`config.mk`:
```
export PLATFORM = sky130hd
export DESIGN_NAME = sc_pwr_seq
export DESIGN_NICKNAME = d
export VERILOG_FILES = /design/src/rtl/sc_pwr_pkg.sv /design/src/rtl/sc_deb.sv /design/src/rtl/sc_seq_fsm.sv /design/src/rtl/sc_io_ctl.sv /design/src/rtl/sc_pwr_seq.sv
export SDC_FILE = /design/constraint.sdc
export NUM_CORES = 1
export LEC_CHECK = 0
export BUFFER_PORTS_ARGS = -buffer_cell sky130_fd_sc_hd__buf_2
export CORE_MARGIN = 8
export CORE_UTILIZATION = 49
export DETAILED_ROUTE_END_ITERATION = 7
export GPL_TIMING_DRIVEN = 0
export PLACE_DENSITY = 0.79
export SLEW_MARGIN = 20
export SYNTH_ARGS = -nofsm -noshare
export SYNTH_HDL_FRONTEND = slang
export SYNTH_HIERARCHICAL = 1
export SYNTH_SLANG_ARGS = --single-unit
```
`constraint.sdc`:
```
create_clock -name clk -period 1.7 [get_ports clk]
set_input_delay 0.34 -clock clk [delete_from_list [all_inputs] [get_ports clk]]
set_output_delay 0.34 -clock clk [all_outputs]
set_load 0.01 [all_outputs]
```
`src/rtl/sc_pwr_pkg.sv`:
```
package sc_pwr_pkg;

  typedef enum logic [2:0] {
    ST_STBY = 3'd0,  // converter off, contacts low
    ST_RAMP = 3'd1,  // converter on, waiting for supply good
    ST_IOEN = 3'd2,  // data path open, clock still held
    ST_LIVE = 3'd3,  // card live
    ST_DRST = 3'd4,  // teardown: reset low
    ST_DCLK = 3'd5,  // teardown: clock stopped
    ST_DIO  = 3'd6   // teardown: data low, supply about to drop
  } seq_st_t;

  // larger of two lengths, used to size the shared counter
  function automatic int unsigned span_max(input int unsigned a, input int unsigned b);
    return (a > b) ? a : b;
  endfunction

  // true on the last cycle of a window of len cycles counted from zero
  function automatic logic hit_last(input logic [31:0] cnt, input int unsigned len);
    return cnt == (len - 1);
  endfunction

  // states whose residence is measured by the shared counter
  function automatic logic seq_timed(input seq_st_t s);
    return s inside {ST_RAMP, ST_IOEN, ST_DRST, ST_DCLK, ST_DIO};
  endfunction

  // a state from which an abort is honoured
  function automatic logic seq_abortable(input seq_st_t s);
    return s inside {ST_RAMP, ST_IOEN, ST_LIVE};
  endfunction

endpackage

```
`src/rtl/sc_deb.sv`:
```
module sc_deb
  import sc_pwr_pkg::*;
#(
  parameter int unsigned DEB_CYC = 8
) (
  input  logic clk,
  input  logic rst_n,
  input  logic raw,
  output logic stable
);
  localparam int unsigned DW = $clog2(DEB_CYC + 1);

  logic [DW-1:0] run;

  always_ff @(posedge clk or negedge rst_n) begin
    if (!rst_n) begin
      stable <= 1'b0;
      run    <= '0;
    end else if (raw == stable) begin
      run <= '0;
    end else if (hit_last(32'(run), DEB_CYC)) begin
      stable <= raw;
      run    <= '0;
    end else begin
      run <= run + DW'(1);
    end
  end
endmodule

```
`src/rtl/sc_seq_fsm.sv`:
```
module sc_seq_fsm
  import sc_pwr_pkg::*;
#(
  parameter int unsigned STEP_CYC = 4,
  parameter int unsigned TMO_CYC  = 64
) (
  input  logic    clk,
  input  logic    rst_n,
  input  logic    pu_req,
  input  logic    pd_req,
  input  logic    card_in,
  input  logic    supply_good,
  input  logic    vsel,
  output seq_st_t st,
  output logic    io_on,
  output logic    clk_on,
  output logic    fault,
  output logic    vsel_q,
  output logic    ev_abort,
  output logic    ev_tmo
);
  localparam int unsigned CMAX = span_max(STEP_CYC, TMO_CYC);
  localparam int unsigned CW   = $clog2(CMAX + 1);

  seq_st_t       st_nx;
  logic [CW-1:0] cnt, cnt_nx;
  logic          abort_src, ev_start, ev_good, step_end, ramp_end;
  logic          io_on_nx, clk_on_nx;

  assign abort_src = pd_req || !card_in;
  assign step_end  = hit_last(32'(cnt), STEP_CYC);
  assign ramp_end  = hit_last(32'(cnt), TMO_CYC);
  assign ev_start  = (st == ST_STBY) && pu_req && card_in && !fault;
  assign ev_abort  = seq_abortable(st) && abort_src;
  assign ev_good   = (st == ST_RAMP) && !abort_src && supply_good;
  assign ev_tmo    = (st == ST_RAMP) && !abort_src && !supply_good && ramp_end;

  always_comb begin
    st_nx = st;
    unique case (st)
      ST_STBY: if (ev_start) st_nx = ST_RAMP;
      ST_RAMP: begin
        if (ev_abort || ev_tmo) st_nx = ST_DRST;
        else if (ev_good)       st_nx = ST_IOEN;
      end
      ST_IOEN: begin
        if (ev_abort)      st_nx = ST_DRST;
        else if (step_end) st_nx = ST_LIVE;
      end
      ST_LIVE: if (ev_abort) st_nx = ST_DRST;
      ST_DRST: if (step_end) st_nx = ST_DCLK;
      ST_DCLK: if (step_end) st_nx = ST_DIO;
      ST_DIO:  if (step_end) st_nx = ST_STBY;
      default: st_nx = ST_STBY;
    endcase
  end

  always_comb begin
    if ((st_nx != st) || !seq_timed(st)) cnt_nx = '0;
    else                                 cnt_nx = cnt + CW'(1);
  end

  // the data path and clock flags open on the way up and are each
  // held through the teardown steps that precede their own turn
  always_comb begin
    unique case (st_nx)
      ST_IOEN:          io_on_nx = 1'b1;
      ST_LIVE:          io_on_nx = 1'b1;
      ST_DRST, ST_DCLK: io_on_nx = io_on;
      default:          io_on_nx = 1'b0;
    endcase
    unique case (st_nx)
      ST_LIVE: clk_on_nx = 1'b1;
      ST_DRST: clk_on_nx = clk_on;
      default: clk_on_nx = 1'b0;
    endcase
  end

  always_ff @(posedge clk or negedge rst_n) begin
    if (!rst_n) begin
      st     <= ST_STBY;
      cnt    <= '0;
      io_on  <= 1'b0;
      clk_on <= 1'b0;
      fault  <= 1'b0;
      vsel_q <= 1'b0;
    end else begin
      st     <= st_nx;
      cnt    <= cnt_nx;
      io_on  <= io_on_nx;
      clk_on <= clk_on_nx;
      if (ev_tmo)      fault <= 1'b1;
      else if (pd_req) fault <= 1'b0;
      if (ev_start) vsel_q <= vsel;
    end
  end
endmodule

```
`src/rtl/sc_io_ctl.sv`:
```
module sc_io_ctl
  import sc_pwr_pkg::*;
(
  input  seq_st_t st,
  input  logic    io_on,
  input  logic    clk_on,
  input  logic    host_rst,
  input  logic    host_io_in,
  input  logic    card_io_in,
  input  logic    chip_sel,
  output logic    conv_en,
  output logic    card_rst,
  output logic    card_clk_en,
  output logic    card_io_low,
  output logic    host_io_low
);
  assign conv_en     = (st != ST_STBY);
  assign card_rst    = (st == ST_LIVE) && host_rst;
  assign card_clk_en = clk_on;
  // closed path: card line clamped low; open path: mirror host level
  assign card_io_low = !io_on || !host_io_in;
  // host side released whenever chip-select is high
  assign host_io_low = io_on && !chip_sel && !card_io_in;
endmodule

```
`src/rtl/sc_pwr_seq.sv`:
```
module sc_pwr_seq
  import sc_pwr_pkg::*;
#(
  parameter int unsigned STEP_CYC = 4,
  parameter int unsigned TMO_CYC  = 64,
  parameter int unsigned DEB_CYC  = 8
) (
  input  logic clk,
  input  logic rst_n,
  input  logic pwr_req,
  input  logic chip_sel,
  input  logic vsel,
  input  logic card_present,
  input  logic supply_good,
  input  logic host_rst,
  input  logic host_io_in,
  input  logic card_io_in,
  output logic conv_en,
  output logic conv_vsel,
  output logic card_rst,
  output logic card_clk_en,
  output logic card_io_low,
  output logic host_io_low,
  output logic fault
);
  seq_st_t st;
  logic    card_in, pu_req, pd_req, io_on, clk_on;
  logic    ev_abort, ev_tmo;

  assign pu_req = pwr_req && !chip_sel;
  assign pd_req = !pwr_req && !chip_sel;

  sc_deb #(.DEB_CYC(DEB_CYC)) u_deb (
    .clk    (clk),
    .rst_n  (rst_n),
    .raw    (card_present),
    .stable (card_in)
  );

  sc_seq_fsm #(.STEP_CYC(STEP_CYC), .TMO_CYC(TMO_CYC)) u_fsm (
    .clk         (clk),
    .rst_n       (rst_n),
    .pu_req      (pu_req),
    .pd_req      (pd_req),
    .card_in     (card_in),
    .supply_good (supply_good),
    .vsel        (vsel),
    .st          (st),
    .io_on       (io_on),
    .clk_on      (clk_on),
    .fault       (fault),
    .vsel_q      (conv_vsel),
    .ev_abort    (ev_abort),
    .ev_tmo      (ev_tmo)
  );

  sc_io_ctl u_io (
    .st          (st),
    .io_on       (io_on),
    .clk_on      (clk_on),
    .host_rst    (host_rst),
    .host_io_in  (host_io_in),
    .card_io_in  (card_io_in),
    .chip_sel    (chip_sel),
    .conv_en     (conv_en),
    .card_rst    (card_rst),
    .card_clk_en (card_clk_en),
    .card_io_low (card_io_low),
    .host_io_low (host_io_low)
  );
endmodule

```
# Word-level counts from Yosys, hierarchy flattened
# Cells that the tools add are included.
dict set report classes {
  n_addsub 2
  n_eq_ne 15
  n_mux 17
  bitwise 1
  n_reduce_logical 35
}
# operator n
set ops {}
lappend ops {{3-bit 2-to-1 mux} 9}
lappend ops {{3-bit one-hot mux with 7 select lines} 1}
lappend ops {{3-bit equality test (second input constant)} 5}
lappend ops {{1-bit logical AND} 13}
lappend ops {{3-bit by 2-bit equality test with 1-bit output (second input constant)} 4}
lappend ops {{1-bit logical NOT} 10}
lappend ops {{4-bit 2-to-1 mux} 2}
lappend ops {{7-bit by 1-bit adder with 7-bit output (second input constant)} 1}
lappend ops {{7-bit by 2-bit equality test with 1-bit output (second input constant)} 1}
lappend ops {{7-bit by 6-bit equality test with 1-bit output (second input constant)} 1}
lappend ops {{7-bit 2-to-1 mux} 1}
lappend ops {{3-bit nonzero test} 2}
lappend ops {{5-bit nonzero test} 1}
lappend ops {{4-bit by 1-bit adder with 4-bit output (second input constant)} 1}
lappend ops {{4-bit by 3-bit equality test with 1-bit output (second input constant)} 1}
lappend ops {{1-bit logical OR} 4}
lappend ops {{1-bit one-hot mux with 2 select lines} 2}
lappend ops {{2-bit OR reduction} 2}
lappend ops {{3-bit by 1-bit equality test with 1-bit output (second input constant)} 1}
lappend ops {{3-bit logical NOT} 1}
lappend ops {{3-bit != test} 1}
lappend ops {{1-bit 2-to-1 mux} 2}
lappend ops {{2-bit AND reduction} 1}
lappend ops {{2-bit nonzero test} 1}
lappend ops {{other kinds (2)} 2}
dict set report word_totals {
  reg_bits 19
  wordCells 78
}

# Depth between registers and ports, before layout
dict set report depth {
  depth_word 13
  depth_mapped 6
  ltp_nobuf 6
}

# Modules after synthesis
# The synthesis kept the hierarchy.
# mod instances cells_each area_per_inst_um2 seq_area_each_um2
set modules_own_cells {}
lappend modules_own_cells {sc_seq_fsm 1 82 839.6 350.3}
lappend modules_own_cells {sc_deb 1 18 217.7 125.1}
lappend modules_own_cells {sc_io_ctl 1 5 35.0 0.0}
lappend modules_own_cells {sc_pwr_seq 1 2 17.5 0.0}

# Worst setup path after synthesis
# No wires, ideal clock.
dict set report synth_timing {
  path_type {reg-to-reg}
  startpoint {register u_fsm.cnt[0]}
  endpoint {register u_fsm.clk_on}
  setup_ns 0.125
  arrival_time_ns 1.685
  required_time_ns 1.575
  path_slack_ns -0.110
  path_stages_with_launch 7
  n_path_buf 0
  period_less_slack_ns 1.810
  cell_sequence {dfrtp_1 -> ha_1 -> nor4b_4 -> nand2_2 -> a2111o_1 -> nor3b_2 -> mux2_2}
}
dict set report synth_via {
  elab_chain_cells 7
}
# element line
set synth_lines {}
lappend synth_lines {{start: declaration} sc_seq_fsm.sv:26} ;# logic [CW-1:0] cnt, cnt_nx;
lappend synth_lines {{start signal: assignment} sc_seq_fsm.sv:89} ;# cnt <= cnt_nx;
lappend synth_lines {{7-bit by 6-bit equality test with 1-bit output} sc_pwr_pkg.sv:20} ;# return cnt == (len - 1);
lappend synth_lines {{1-bit logical AND} sc_seq_fsm.sv:36} ;# assign ev_tmo = (st == ST_RAMP) && !abort_src && !supply_good && ramp_end;
lappend synth_lines {{1-bit logical OR} sc_seq_fsm.sv:43} ;# if (ev_abort || ev_tmo) st_nx = ST_DRST;
lappend synth_lines {{3-bit 2-to-1 mux} sc_seq_fsm.sv:43}
lappend synth_lines {{3-bit one-hot mux with 7 select lines *} sc_seq_fsm.sv:40} ;# unique case (st)
lappend synth_lines {{net u_fsm.st_nx[2]} sc_seq_fsm.sv:25} ;# seq_st_t st_nx;
lappend synth_lines {{3-bit equality test or 3-bit by 2-bit equality test with 1-bit output (tied branches)} sc_seq_fsm.sv:72} ;# unique case (st_nx)
lappend synth_lines {{1-bit one-hot mux with 2 select lines} sc_seq_fsm.sv:72}
lappend synth_lines {{end signal: assignment} sc_seq_fsm.sv:91} ;# clk_on <= clk_on_nx;
lappend synth_lines {{end: declaration} sc_seq_fsm.sv:16} ;# output logic clk_on,
# Mark *: on every way through the listed nets, which the timed path passes. The rest lies on a longest branch.
# A chain may end at the register's enable or synchronous reset.

# Final worst setup path
dict set report layout_timing {
  startpoint {register u_fsm.cnt[0]}
  endpoint {register u_fsm.clk_on}
}
dict set report layout_via {
  elab_chain_cells 7
}
# element line
set layout_lines {}
lappend layout_lines {{7-bit by 6-bit equality test with 1-bit output *} sc_pwr_pkg.sv:20}
lappend layout_lines {{1-bit logical AND *} sc_seq_fsm.sv:36}
lappend layout_lines {{net ev_tmo} sc_pwr_seq.sv:28} ;# logic ev_abort, ev_tmo;
lappend layout_lines {{1-bit logical OR *} sc_seq_fsm.sv:43}
lappend layout_lines {{3-bit 2-to-1 mux *} sc_seq_fsm.sv:43}
lappend layout_lines {{3-bit one-hot mux with 7 select lines *} sc_seq_fsm.sv:40}
lappend layout_lines {{net u_fsm.st_nx[2]} sc_seq_fsm.sv:25}
lappend layout_lines {{3-bit equality test or 3-bit by 2-bit equality test with 1-bit output (tied branches)} sc_seq_fsm.sv:72}
lappend layout_lines {{1-bit one-hot mux with 2 select lines} sc_seq_fsm.sv:72}
# Marks and branches as above.

==> impl_metrics.py <==
metrics = {
    "status": {
        "status": "finished with violations",
        "violations": "negative setup slack",
    },
    "finish": {
        "layout-area-overhead-vs-synth_pct": 20.9,
        "drive_gt1_frac": 0.393,
        "antenna_cells_inserted": 0,
        "post-route-util": 0.618,
        "fin_cells": 163,
        "fin_nets": 148,
        "final_cell_mix": "16 x sky130_fd_sc_hd__nor2_1, 16 x sky130_fd_sc_hd__buf_2, 15 x sky130_fd_sc_hd__dfrtp_1",
    },
    "sta": {
        "relative_slew_margins": 0.702,
        "clock-skew-final_ns": 0.00189,
        "worst-slew-pin-transition_ns": 0.448,
        "timing.final.crit_share": 1.07,
        "final_hold_viol_count": 0,
        "fmax_mhz": 549,
        "layout_setup_ws_ns": -0.123,
        "worst_hold_slack_ns": 0.266,
        "period_needed_ns": 1.82,
        "max_slew_violation_total_from_the_final_report": 0,
        "setup_violations": 2,
        "rsz0062_at_grt": "true",
    },
    "floorplan": {
        "starting_density_of_the_core": 0.512,
        "die_height_um": 63.6,
        "rows": 17,
        "floorplan.die_area_mm2": 0.00404,
        "die_w_um": 63.6,
        "floorplan.io_pins": 17,
        "core_region_area_mm2": 0.00217,
    },
    "critical_path": {
        "critical_path_peak_fanout": 4,
        "crit_type": "reg2reg",
        "critPathSlowestCell": "sky130_fd_sc_hd__dfrtp_1",
        "crit_path_buffers_inverters": 0,
        "critical-path-top-delay-family": "simple AND/OR/NAND/NOR gates",
        "crit_path_cell_trace": "ha_4, nand3_1, nor4_4, a2111o_1, nor3b_2, mux2_2",
        "worst-r2r-setup-slack_ns": -0.12,
        "worst_ep_arrival_time_ns": 2.01,
        "element_type_at_the_critical_path_end": "flop",
        "setup.worst_path.start_class": "flop",
        "worstPathRequired_ns": 1.89,
        "critical_path.max_stage_delay_ns": 0.42,
    },
    "synth": {
        "postSynth.topFlopCell": "sky130_fd_sc_hd__dfrtp_1",
        "proportion_of_register_bits_with_asynchronous_set_or_reset_after_synthesis": 1.00,
        "avgSynthCellArea_um2": 10.4,
        "syn_inst": 107,
        "synth.yosys.seq_area_share": 0.428,
        "cell_taking_the_most_area_after_synthesis": "sky130_fd_sc_hd__dfrtp_1",
        "synth.top_cells.by_area": "sky130_fd_sc_hd__dfrtp_1 43%, sky130_fd_sc_hd__nor2_1 5.4%, sky130_fd_sc_hd__xnor2_1 3.9%",
        "synth.yosys.warnings": 6,
        "synth_cell_type_count": 46,
        "synth-edff-count": 0,
        "number_of_nets_produced_by_synthesis": 119,
        "post_synth_instance_area_mm2": 0.00111,
        "synth.ff_latch_count": 19,
        "netlist.area_leader.share": 0.428,
    },
    "detailed_routing": {
        "routedWlPerCell_um": 15.0,
        "detail_route.iter0.violations": 30,
        "dr_total_vias": 883,
        "vias_per_cell": 5.42,
        "detail_route.first_pass.iterations": 4,
        "drtAntennaViolNets": 0,
        "detail_route.wirelength_um": 2440,
        "drc": 0,
    },
    "grt": {
        "antenna_found_initial": 0,
        "pin_count_of_the_biggest_net_entering_global_routing": 20,
        "number_of_global_route_vias_before_repair": 877,
        "grt_remaining_overflow": 0,
        "global_route.usage.total": 0.123,
        "grt_first_pass_wirelength_um": 4020,
    },
    "placement": {
        "buffer_ports.inserted": 16,
        "numPlacedInstances": 151,
        "globalplace.congestion": 0.892,
        "dpl_worst_slack_ns": -0.313,
        "place_hpwl_um": 1760,
    },
    "clock_tree": {
        "clkSlewWorstSetupHoldPaths_ns": 0.11,
        "cts-buffers-inserted": 3,
        "tritoncts_clock_tree": "built",
        "cts_max_path_buffers": 2,
        "clock-root-buffer": "sky130_fd_sc_hd__clkbuf_4",
        "numClockSinks": 19,
        "htree_num_levels": 1,
        "clk-insertion-delay-late_ns": 0.30,
    },
    "pwr": {
        "cellLeakagePower_nw": 0.635,
        "vdd.ir_drop.worst_uv": 735,
        "power_per_cell_area_mw_per_mm2": 1440,
    },
    "job": {
        "cap_viol_max_count": 0,
    },
    "worst_hold_path": {
        "hold_path_class": "in2reg",
    },
}
per-stage QoR:
step           TNS (ns)  cell area (µm²)  power, mW
3_3_place_gp     -0.735             1230       1.48
4_1_cts          -0.235             1330       1.91
6_report         -0.155             1340       1.93
2_1_floorplan   -0.0949             1110       1.34
3_5_place_dp      -1.00             1230       1.54
5_1_grt          -0.517             1340       2.06
layer usage:
metal | vias to the layer above | GRT usage | routed length [µm]
li1 | 428 | - | -
met1 | 424 | 0.137 | 1050
met2 | 27 | 0.217 | 1250
met5 | - | 0 | 0
met3 | 4 | 0.0230 | 108
met4 | 0 | 0.0585 | 33
what timing repair did:
action                     4_1_cts  5_1_grt
hold endpoints to repair        19        0
setup endpoints to repair        5        9
pin swaps                        3        2
hold buffers                     1        0
gates resized for setup          5        2
buffers inserted                 7        0
Yosys cell counts (2+ instances only):
| cell | instances |
|---|---|
| sky130_fd_sc_hd__nand2_1 | 4 |
| sky130_fd_sc_hd__nor2_2 | 2 |
| sky130_fd_sc_hd__a21o_1 | 2 |
| sky130_fd_sc_hd__nor3_1 | 2 |
| sky130_fd_sc_hd__nor4bb_1 | 2 |
| sky130_fd_sc_hd__o21ai_0 | 2 |
| sky130_fd_sc_hd__ha_1 | 2 |
| sky130_fd_sc_hd__mux2_2 | 2 |
| sky130_fd_sc_hd__xor2_1 | 2 |
| sky130_fd_sc_hd__xnor2_1 | 5 |
| sky130_fd_sc_hd__dfrtp_1 | 19 |
| sky130_fd_sc_hd__or2_1 | 2 |
| sky130_fd_sc_hd__nand4_1 | 2 |
| sky130_fd_sc_hd__and3_2 | 2 |
| sky130_fd_sc_hd__nor2b_1 | 2 |
| sky130_fd_sc_hd__a21oi_1 | 3 |
| sky130_fd_sc_hd__nor2_1 | 16 |
| sky130_fd_sc_hd__nand3_1 | 3 |
| sky130_fd_sc_hd__inv_1 | 4 |
| sky130_fd_sc_hd__and2b_1 | 2 |
| sky130_fd_sc_hd__buf_4 | 2 |
layout make-up:
cell class	count	area [µm²]
sequential	19	480
inverter	4	15.0
multi-input combinational	81	614
clock inverter	1	5.00
clock buffer	3	22.5
tap	28	35.0
buffer	3	26.3
fill	198	828
timing repair buffer	24	143
where the power goes:
part	switching [mW]	leakage [nW]	total [mW]	internal, mW
Sequential	0.173	0.243	0.773	0.599
Combinational	0.433	0.374	0.925	0.492
Clock	0.143	0.0177	0.231	0.0877
Total	0.750	0.635	1.93	1.18
state kept, by name, summed over array words and instances, names as in the netlist:
signal,count
u_deb/run,4
u_deb/stable,1
u_fsm/clk_on,1
u_fsm/cnt,7
u_fsm/fault,1
u_fsm/io_on,1
u_fsm/st,3
u_fsm/vsel_q,1
path summary, 6_finish.rpt:
check / cells past startpoint / to / from
worst max-delay path: 6 / u_fsm/clk_on$_DFFE_PN0P_ / u_fsm/cnt[0]$_DFF_PN0_
worst min-delay path: 2 / u_fsm/vsel_q$_DFFE_PN0P_ / vsel
worst max register to register: 6 / u_fsm/clk_on$_DFFE_PN0P_ / u_fsm/cnt[0]$_DFF_PN0_
worst min register to register: 1 / u_deb/run[0]$_DFF_PN0_ / u_deb/run[0]$_DFF_PN0_
max in group asynchronous: 2 / u_fsm/cnt[4]$_DFF_PN0_ / rst_n
min in group asynchronous: 2 / u_deb/run[2]$_DFF_PN0_ / rst_n
logic make-up after synthesis:
kind of cell / share of synthesized area
AOI/OAI and AO/OA: 0.0812
xor gates and xnor gates: 0.0552
adders and majority gates: 0.0225
buffers and inverters: 0.0372
DFF: 0.428
muxes: 0.0428
and+or+nand+nor: 0.333
No activity file was read; power rests on OpenSTA's default activity.
